`config.mk`:
```
export PLATFORM = sky130hd
export DESIGN_NAME = cmd_slot_alloc
export DESIGN_NICKNAME = d
export VERILOG_FILES = /design/src/rtl/cmd_slot_alloc_pkg.sv /design/src/rtl/slot_window_mask.sv /design/src/rtl/slot_occupancy.sv /design/src/rtl/slot_scan_ctrl.sv /design/src/rtl/cmd_slot_alloc.sv
export SDC_FILE = /design/constraint.sdc
export NUM_CORES = 1
export LEC_CHECK = 0
export BUFFER_PORTS_ARGS = -buffer_cell sky130_fd_sc_hd__buf_2
export CAP_MARGIN = 20
export CORE_MARGIN = 2
export CORE_UTILIZATION = 60
export DETAILED_ROUTE_END_ITERATION = 8
export HOLD_SLACK_MARGIN = 0.1
export PLACE_DENSITY = 0.78
export SLEW_MARGIN = 20
export SYNTH_ARGS = -nofsm -noshare
export SYNTH_HDL_FRONTEND = slang
export SYNTH_SLANG_ARGS = --single-unit
```
`constraint.sdc`:
```
create_clock -name clk_i -period 4.77 [get_ports clk_i]
set_input_delay 0.2385 -clock clk_i [delete_from_list [all_inputs] [get_ports clk_i]]
set_output_delay 0.2385 -clock clk_i [all_outputs]
set_load 0.05 [all_outputs]
```
`src/rtl/cmd_slot_alloc_pkg.sv`:
```
package cmd_slot_alloc_pkg;
  typedef enum logic [0:0] {
    ST_IDLE = 1'b0,
    ST_SCAN = 1'b1
  } scan_state_e;
endpackage

```
`src/rtl/slot_window_mask.sv`:
```
module slot_window_mask #(
  parameter int unsigned TOTAL = 32,
  parameter int unsigned IDX_W = 6,
  parameter int unsigned LEN_W = 4
) (
  input  logic [IDX_W-1:0] start_i,
  input  logic [LEN_W-1:0] len_i,
  output logic [TOTAL-1:0] mask_o
);
  logic [IDX_W:0] end_w;
  assign end_w = {1'b0, start_i} + (IDX_W+1)'(len_i);

  for (genvar k = 0; k < TOTAL; k++) begin : g_bit
    assign mask_o[k] = ((IDX_W+1)'(k) >= {1'b0, start_i}) && ((IDX_W+1)'(k) < end_w);
  end
endmodule

```
`src/rtl/slot_occupancy.sv`:
```
module slot_occupancy #(
  parameter int unsigned TOTAL = 32
) (
  input  logic             clk_i,
  input  logic             rst_ni,
  input  logic [TOTAL-1:0] mask_i,
  input  logic             commit_i,
  input  logic             clr_i,
  output logic [TOTAL-1:0] occ_o
);
  logic [TOTAL-1:0] occ_q;

  always_ff @(posedge clk_i or negedge rst_ni) begin
    if (!rst_ni)       occ_q <= '0;
    else if (clr_i)    occ_q <= '0;   // invalidate wins over a coincident commit
    else if (commit_i) occ_q <= occ_q | mask_i;
  end

  assign occ_o = occ_q;

  assert_no_double_grant_R6: assert property (@(posedge clk_i) disable iff (!rst_ni)
    commit_i |-> ((occ_q & mask_i) == '0));

  assert_grant_marked_R6: assert property (@(posedge clk_i) disable iff (!rst_ni)
    (commit_i && !clr_i) |=> ((occ_q & $past(mask_i)) == $past(mask_i)));

  assert_inv_clears_R8: assert property (@(posedge clk_i) disable iff (!rst_ni)
    clr_i |=> (occ_q == '0));
endmodule

```
`src/rtl/slot_scan_ctrl.sv`:
```
module slot_scan_ctrl
  import cmd_slot_alloc_pkg::*;
#(
  parameter int unsigned NUM_SETS      = 4,
  parameter int unsigned SLOTS_PER_SET = 8,
  parameter int unsigned BASE_SET      = 0,
  parameter int unsigned LEN_W         = 4,
  parameter int unsigned OFF_W         = 3,
  parameter int unsigned IDX_W         = 6,
  parameter int unsigned SET_O_W       = 2
) (
  input  logic               clk_i,
  input  logic               rst_ni,
  input  logic               req_valid_i,
  input  logic [LEN_W-1:0]   req_len_i,
  output logic               req_ready_o,
  input  logic               win_busy_i,
  output logic [IDX_W-1:0]   start_o,
  output logic [LEN_W-1:0]   len_o,
  output logic               commit_o,
  output logic               done_o,
  output logic               ok_o,
  output logic [SET_O_W-1:0] set_o,
  output logic [OFF_W-1:0]   slot_o
);
  localparam int unsigned SET_CNT_W = $clog2(NUM_SETS + 1);

  scan_state_e          state_q;
  logic [SET_CNT_W-1:0] set_q;
  logic [OFF_W-1:0]     off_q;
  logic [LEN_W-1:0]     len_q;
  logic                 done_q, ok_q;
  logic [SET_O_W-1:0]   rset_q;
  logic [OFF_W-1:0]     rslot_q;

  logic accept, len_bad, pool_end, crosses, fits;

  assign req_ready_o = (state_q == ST_IDLE);
  assign accept      = req_valid_i && req_ready_o;
  assign len_bad     = (req_len_i == '0) || (int'(req_len_i) > SLOTS_PER_SET);
  assign pool_end    = (int'(set_q) >= NUM_SETS);
  assign crosses     = (int'(off_q) + int'(len_q)) > SLOTS_PER_SET;
  assign fits        = (state_q == ST_SCAN) && !pool_end && !crosses && !win_busy_i;
  assign commit_o    = fits;
  assign start_o     = IDX_W'(int'(set_q) * SLOTS_PER_SET + int'(off_q));
  assign len_o       = len_q;

  always_ff @(posedge clk_i or negedge rst_ni) begin
    if (!rst_ni) begin
      state_q <= ST_IDLE;
      set_q   <= '0;
      off_q   <= '0;
      len_q   <= '0;
      done_q  <= 1'b0;
      ok_q    <= 1'b0;
      rset_q  <= '0;
      rslot_q <= '0;
    end else begin
      done_q <= 1'b0;
      ok_q   <= 1'b0;
      unique case (state_q)
        ST_IDLE: begin
          if (accept) begin
            len_q <= req_len_i;
            set_q <= '0;
            off_q <= '0;
            if (len_bad) done_q <= 1'b1;
            else         state_q <= ST_SCAN;
          end
        end
        ST_SCAN: begin
          if (pool_end) begin
            done_q  <= 1'b1;
            state_q <= ST_IDLE;
          end else if (crosses) begin
            // candidate would spill into the next set: jump to its first slot
            set_q <= set_q + 1'b1;
            off_q <= '0;
          end else if (!win_busy_i) begin
            done_q  <= 1'b1;
            ok_q    <= 1'b1;
            rset_q  <= SET_O_W'(set_q) + SET_O_W'(BASE_SET);
            rslot_q <= off_q;
            state_q <= ST_IDLE;
          end else if (int'(off_q) == SLOTS_PER_SET - 1) begin
            set_q <= set_q + 1'b1;
            off_q <= '0;
          end else begin
            off_q <= off_q + 1'b1;
          end
        end
        default: state_q <= ST_IDLE;
      endcase
    end
  end

  assign done_o = done_q;
  assign ok_o   = ok_q;
  assign set_o  = rset_q;
  assign slot_o = rslot_q;

  assert_bad_len_refused_R2: assert property (@(posedge clk_i) disable iff (!rst_ni)
    (req_valid_i && req_ready_o && ((req_len_i == '0) || (int'(req_len_i) > SLOTS_PER_SET)))
      |=> (done_o && !ok_o));

  assert_no_straddle_R4: assert property (@(posedge clk_i) disable iff (!rst_ni)
    (done_o && ok_o) |-> ((int'(slot_o) + int'(len_q)) <= SLOTS_PER_SET));

  assert_set_in_range_R5: assert property (@(posedge clk_i) disable iff (!rst_ni)
    (done_o && ok_o) |-> ((int'(set_o) >= BASE_SET) && (int'(set_o) < BASE_SET + NUM_SETS)));

  assert_busy_after_accept_R9: assert property (@(posedge clk_i) disable iff (!rst_ni)
    (req_valid_i && req_ready_o && (req_len_i != '0) && (int'(req_len_i) <= SLOTS_PER_SET))
      |=> !req_ready_o);
endmodule

```
`src/rtl/cmd_slot_alloc.sv`:
```
module cmd_slot_alloc #(
  parameter int unsigned NUM_SETS      = 4,
  parameter int unsigned SLOTS_PER_SET = 8,
  parameter int unsigned BASE_SET      = 0,
  localparam int unsigned TOTAL   = NUM_SETS * SLOTS_PER_SET,
  localparam int unsigned LEN_W   = $clog2(SLOTS_PER_SET + 1),
  localparam int unsigned OFF_W   = (SLOTS_PER_SET > 1) ? $clog2(SLOTS_PER_SET) : 1,
  localparam int unsigned IDX_W   = $clog2(TOTAL + 1),
  localparam int unsigned SET_O_W = ((BASE_SET + NUM_SETS) > 1) ? $clog2(BASE_SET + NUM_SETS) : 1
) (
  input  logic               clk_i,
  input  logic               rst_ni,
  input  logic               req_valid_i,
  output logic               req_ready_o,
  input  logic [LEN_W-1:0]   req_len_i,
  input  logic               inv_i,
  output logic               done_o,
  output logic               ok_o,
  output logic [SET_O_W-1:0] set_o,
  output logic [OFF_W-1:0]   slot_o
);
  logic [IDX_W-1:0] start_w;
  logic [LEN_W-1:0] len_w;
  logic [TOTAL-1:0] mask_w, occ_w;
  logic             commit_w, busy_w;

  assign busy_w = |(occ_w & mask_w);

  slot_window_mask #(.TOTAL(TOTAL), .IDX_W(IDX_W), .LEN_W(LEN_W)) u_mask (
    .start_i (start_w),
    .len_i   (len_w),
    .mask_o  (mask_w)
  );

  slot_occupancy #(.TOTAL(TOTAL)) u_occ (
    .clk_i    (clk_i),
    .rst_ni   (rst_ni),
    .mask_i   (mask_w),
    .commit_i (commit_w),
    .clr_i    (inv_i),
    .occ_o    (occ_w)
  );

  slot_scan_ctrl #(
    .NUM_SETS(NUM_SETS), .SLOTS_PER_SET(SLOTS_PER_SET), .BASE_SET(BASE_SET),
    .LEN_W(LEN_W), .OFF_W(OFF_W), .IDX_W(IDX_W), .SET_O_W(SET_O_W)
  ) u_ctrl (
    .clk_i       (clk_i),
    .rst_ni      (rst_ni),
    .req_valid_i (req_valid_i),
    .req_len_i   (req_len_i),
    .req_ready_o (req_ready_o),
    .win_busy_i  (busy_w),
    .start_o     (start_w),
    .len_o       (len_w),
    .commit_o    (commit_w),
    .done_o      (done_o),
    .ok_o        (ok_o),
    .set_o       (set_o),
    .slot_o      (slot_o)
  );
endmodule

```
; Yosys cells after proc, flatten, opt, wreduce, memory -nomap -nowiden
; Cells that the tools add are included.
; W data, S select, Z words.
[word_totals]
register_bits = 50
input_bits = 8
[op_classes]
add_sub_neg = 5
reduce_logical = 47
n_lt_le_gt_ge = 67
eq_ne = 5
bitwise_logic = 6
mux = 27
[ops]
columns = operator, n
row1 = $lt A5 B7 Y1 const A, 16
row2 = $ge A5 B6 Y1 const A, 16
row3 = $mux W32, 2
row4 = $lt A4 B7 Y1 const A, 8
row5 = $ge A4 B6 Y1 const A, 8
row6 = $logic_and A1 B1 Y1, 36
row7 = $and A32 B32 Y32, 1
row8 = $gt A32 B4 Y1 const B, 1
row9 = $or A32 B32 Y32, 1
row10 = $reduce_or A32 Y1, 1
row11 = $lt A3 B7 Y1 const A, 4
row12 = $mux W3, 9
row13 = $ge A3 B6 Y1 const A, 4
row14 = $lt A1 B7 Y1 const A, 2
row15 = $lt A2 B7 Y1 const A, 2
row16 = $ge A1 B6 Y1 const A, 2
row17 = $ge A2 B6 Y1 const A, 2
row18 = $mux W1, 12
row19 = $pmux W3 S2, 2
row20 = $reduce_and A4 Y1, 2
row21 = $add A6 B4 Y7, 1
row22 = $add A3 B1 Y3 const B, 2
row23 = $add A6 B3 Y6, 1
row24 = $add A3 B4 Y5, 1
row25 = 14 further kinds, 21

; Logic depth before layout (Yosys ltp)
[logic_depth]
ltp_word = 10
mapped_depth = 14
depth_no_buf = 11

; By module
; A second synthesis with hierarchy kept.
[hier_totals]
hier_cells = 345
hier_area_um2 = 3153.0
[modules_own_cells]
columns = mod, cells_per_inst, n_inst, area_per_inst_um2
row1 = slot_occupancy, 102, 1, 1129.8
row2 = slot_scan_ctrl, 101, 1, 1016.0
row3 = slot_window_mask, 121, 1, 849.6
row4 = cmd_slot_alloc, 21, 1, 157.7

; Worst setup path after synthesis
; Ideal clock, no wire load.
[synth_timing]
path_type = register -> register
startpoint = register u_ctrl.off_q[0]
endpoint = register u_occ.occ_q[21] (netlist: u_occ.occ_o[21])
period_less_slack_ps = 3710
arrival_ps = 3632
setup_slack_ps = 1060
setup_time_ps = 78
stages_incl_launch_ff = 14
path_cell_list = dfrtp_1 ha_1 fa_1 xor2_2 and2_1 buf_2 a2111oi_4 nor4b_1 a2111oi_2 nand4_2 nor4_4 buf_6 o2111ai_1 a21oi_1
[synth_between]
elab_chain_len = 9
word_cells_on_any_way = 110
[synth_rtl]
columns = element, line_no
row1 = from (decl), slot_scan_ctrl.sv:30  ; logic [OFF_W-1:0] off_q;
row2 = from (signal assigned), slot_scan_ctrl.sv:89  ; off_q <= off_q + 1'b1;
row3 = $add A6 B3 Y6, slot_scan_ctrl.sv:45  ; assign start_o = IDX_W'(int'(set_q) * SLOTS_PER_SET + int'(off_q));
row4 = $add A6 B4 Y7, slot_window_mask.sv:11  ; assign end_w = {1'b0, start_i} + (IDX_W+1)'(len_i);
row5 = "$lt A1 B7 Y1, or another cell as far along", slot_window_mask.sv:14  ; assign mask_o[k] = ((IDX_W+1)'(k) >= {1'b0, start_i}) && ((IDX_W+1)'(k) < end_w);
row6 = $logic_and A1 B1 Y1, slot_window_mask.sv:14
row7 = $and A32 B32 Y32, cmd_slot_alloc.sv:27  ; assign busy_w = |(occ_w & mask_w);
row8 = $reduce_or A32 Y1, cmd_slot_alloc.sv:27
row9 = $logic_not A1 Y1, slot_scan_ctrl.sv:43  ; assign fits = (state_q == ST_SCAN) && !pool_end && !crosses && !win_busy_i;
row10 = $logic_and A1 B1 Y1, slot_scan_ctrl.sv:43
row11 = $reduce_bool A2 Y1 (no source line), n/a
row12 = to (signal assigned), slot_occupancy.sv:16  ; else if (commit_i) occ_q <= occ_q | mask_i;
row13 = to (decl), slot_occupancy.sv:11  ; logic [TOTAL-1:0] occ_q;
; Parallel ways exist; a longest one is shown, timed or not. The select of a mux whose other input is x is not followed.
; A chain may end at the register's enable or synchronous reset.

; Worst setup path in the final report
[layout_timing]
startpoint = register u_ctrl.off_q[0]
endpoint = register u_ctrl.set_q[2]
[layout_between]
elab_chain_len = 8
word_cells_on_any_way = 109
[layout_rtl]
columns = element, line_no
row1 = $add A6 B3 Y6, slot_scan_ctrl.sv:45
row2 = $add A6 B4 Y7, slot_window_mask.sv:11
row3 = "$lt A1 B7 Y1, or another cell as far along", slot_window_mask.sv:14
row4 = $logic_and A1 B1 Y1, slot_window_mask.sv:14
row5 = $and A32 B32 Y32, cmd_slot_alloc.sv:27
row6 = $reduce_or A32 Y1, cmd_slot_alloc.sv:27
row7 = $ne A3 B2 Y1 (no source line), n/a
row8 = $reduce_and A4 Y1 (no source line), n/a
row9 = to (signal assigned), slot_scan_ctrl.sv:77  ; set_q <= set_q + 1'b1;
row10 = to (signal assigned), slot_scan_ctrl.sv:86  ; set_q <= set_q + 1'b1;
row11 = to (decl), slot_scan_ctrl.sv:29  ; logic [SET_CNT_W-1:0] set_q;
; Parallel ways exist; a longest one is shown, timed or not. The select of a mux whose other input is x is not followed.

==> out/qor.yml <==
run_status:
  status: "finished, final reports clean"
cts:
  cts-root-buf: "clkbuf_8"
  cts_tree: "yes"
  clk_latency_ps: 310
  numCtsBuffers: 5
  postCtsSetupBuffers: 0
  htree_levels: 2
  clockBufferDepth: 2
  clkTransAtPathRegs_ps: 90
  cts.sinks: 50
place:
  dp_cells: 502
  dp_hpwl_um: 7962
  dp_slack_ps: 483.0
  gp_congestion: 1.019
  placed_area_mm2: 0.003829
  portBuffers: 15
worst_setup_path:
  critPathMaxFanout: 14
  r2r_start: "u_ctrl.off_q[0]$_DFFE_PN0P_"
  crit_family: "compound AO/OA/AOI/OAI gates"
  critPathCaptureType: "flop"
  r2r_end: "u_ctrl.set_q[2]$_DFFE_PN0P_"
  critPathSlowestCell: "xnor2_1"
  cp_num_buf_inv: 1
  crit_cells: 12
  cp.required_ps: 4980
  reg2reg_setup_slack_ps: 380
  crit_arrival_ps: 4600
  cp-start-kind: "flop"
  endpoint: "u_ctrl.set_q[2]$_DFFE_PN0P_"
  worst-r2r-cell-count: 12
  crit_start: "u_ctrl.off_q[0]$_DFFE_PN0P_"
  path_cells: "ha_1, fa_1, xnor2_1, nand2_1, buf_4, a21oi_1, nor3_1, a2111oi_2, nand4_2, o41ai_4, nor2_1, a22o_1"
  path_class: "flop to flop"
  cp_slowest_stage_delay_ps: 630
sta:
  hold_ws_ps: 168.3
  period_share_pct: 92.04
  fin_tns_setup_ps: 0
  slew_headroom_pct: 47.04
  clock.fmax_ghz: 0.2278
  maxSlewViolCount: 0
  fin_skew_ps: 8.579
  grt_setup_unrepaired: "false"
  hold_viol_final: 0
  fin_crit_ps: 4390
  setup_viol: 0
  setup_slack_ps: 379.7
  tightest_slew_ps: 787.1
drt:
  drc: 0
  vias: 3565
  drtIter0Drc: 396
  drtAntennaViolNets: 0
  wirelength_um: 11130
  vias_per_cell: 6.977
  wl_per_cell_um: 21.78
  first_pass_iters: 5
pwr:
  p_per_area_mw_per_mm2: 743.8
  irDropWorstVdd_mv: 0.4197
  p_leak_nw: 1.715
  p_total_mw: 2.925
yosys:
  syn_area_mm2: 0.003714
  ys_seq_elements: 50
  synth_cells: 431
  async_flop_share_pct: 100.0
  synth_cell_type_count: 73
  synthFlopType: "dfrtp_1"
  synth_edf_count: 0
  synth_warnings: 0
  ys_seq_area_share_pct: 33.69
  syn_nets: 452
  syn_area_per_cell_um2: 8.616
final_layout:
  stdcell_count: 511
  post-route-util_pct: 66.03
  seq_area_mm2: 0.001251
  final_common_cell: "dfrtp_1"
  syn2layout_area_growth_pct: 5.896
  insertedDiodeCount: 0
  fin_area_mm2: 0.003933
  final_cell_mix: "dfrtp_1, nor2_1, a21oi_1"
  final_nets: 456
  drive_gt1_share_pct: 14.45
  fill_cells: 503
  multi_input_area_mm2: 0.002265
die:
  fp.coreArea_mm2: 0.005956
  ios: 16
  fp.dieH_um: 82.67
  start_util_pct: 62.35
  die_width_um: 82.67
  rows: 28
  die-area_mm2: 0.006834
grt:
  grt_pass1_vias: 3304
  antenna_found_initial: 0
  grt_usage_pct: 35.56
  grt_overflow_total: 0
  grt_max_degree: 51
  grt_pass1_wl_um: 17840
hold_path:
  hp-class: "input pin to flop"
flow_run:
  max_cap_viol_count: 0
## cell usage after synthesis, types with 5 or more instances
library cell / instances / area share, %
a21oi_1: 43 / 5.8
a31oi_1: 7 / 1.2
a41oi_1: 7 / 1.7
and2_1: 7 / 1.2
buf_2: 11 / 1.5
clkbuf_1: 15 / 1.5
dfrtp_1: 50 / 34
ha_1: 12 / 4.0
inv_1: 13 / 1.3
mux2_2: 10 / 3.0
nand2_1: 26 / 2.6
nand2b_1: 11 / 1.9
nand3_1: 17 / 2.3
nand4_1: 8 / 1.3
nor2_1: 49 / 5.0
nor3_1: 11 / 1.5
o2111ai_1: 9 / 2.1
o21a_1: 7 / 1.4
o21ai_0: 19 / 2.6
or3_1: 5 / 0.84
## report_power, final
group          total [mW]  switching [mW]  internal [mW]
Clock               0.258           0.141          0.117
Sequential          0.611          0.0736          0.538
Combinational        2.06            1.36          0.700
## layout make-up
| class | instances | share of cell area [%] |
|---|---|---|
| clock inverters | 1 | 0.1273 |
| well taps | 75 | 2.386 |
| multi-input cells | 338 | 57.59 |
| clock buffers | 7 | 2.195 |
| flip-flops and latches | 50 | 31.82 |
| inverters | 13 | 1.241 |
| repair buffers | 27 | 4.645 |
## per-layer routing
metal	vias to the layer above	track usage, %	wire, µm
li1	1626	-	-
met3	39	7.065	911
met5	-	0	0
met2	179	52.90	4904
met1	1721	50.62	4884
met4	0	14.59	428
## cell families after synthesis
group / Yosys count / share of synthesized area [%]
compound gates: 147 / 28.94
xor+xnor: 3 / 0.9099
fa+ha+maj: 13 / 4.582
buf+inv: 43 / 5.323
flops: 50 / 33.69
mux: 14 / 4.111
simple gates: 161 / 22.44
## flip-flops by register name, summed over array words and instances (netlist names)
name,flops
u_ctrl.done_o,1
u_ctrl.len_o,4
u_ctrl.off_q,3
u_ctrl.ok_o,1
u_ctrl.set_o,2
u_ctrl.set_q,3
u_ctrl.slot_o,3
u_ctrl.state_q,1
u_occ.occ_o,32
## worst min path at each step
stage,startpoint,end,slack [ps],depth (start not counted)
after floorplan,rst_ni,u_ctrl.done_o$_DFF_PN0_,-60,0
after global placement,u_occ.occ_o[1]$_DFFE_PN0P_,u_occ.occ_o[1]$_DFFE_PN0P_,470,2
after detailed placement,u_occ.occ_o[16]$_DFFE_PN0P_,u_occ.occ_o[16]$_DFFE_PN0P_,490,2
after CTS,req_len_i[1],u_ctrl.len_o[1]$_DFFE_PN0P_,170,2
after global routing,req_len_i[1],u_ctrl.len_o[1]$_DFFE_PN0P_,170,2
final,req_valid_i,u_ctrl.done_o$_DFF_PN0_,170,3
## what timing repair did
action / in CTS / in global routing
hold buffers: 0 / 1
endpoints found under the hold margin: 0 / 50
resized for setup: 0 / 0
setup endpoints to repair: 0 / 0
## worst register-to-register path: cells and delay by family, from the launching register on
kind | cells | cell delay (ps)
simple gates | 4 | 770
xor+xnor | 1 | 630
buf+inv | 1 | 240
fa+ha+maj | 2 | 930
flops | 1 | 510
compound gates | 4 | 1220
Power figures use the tool's default switching activity.
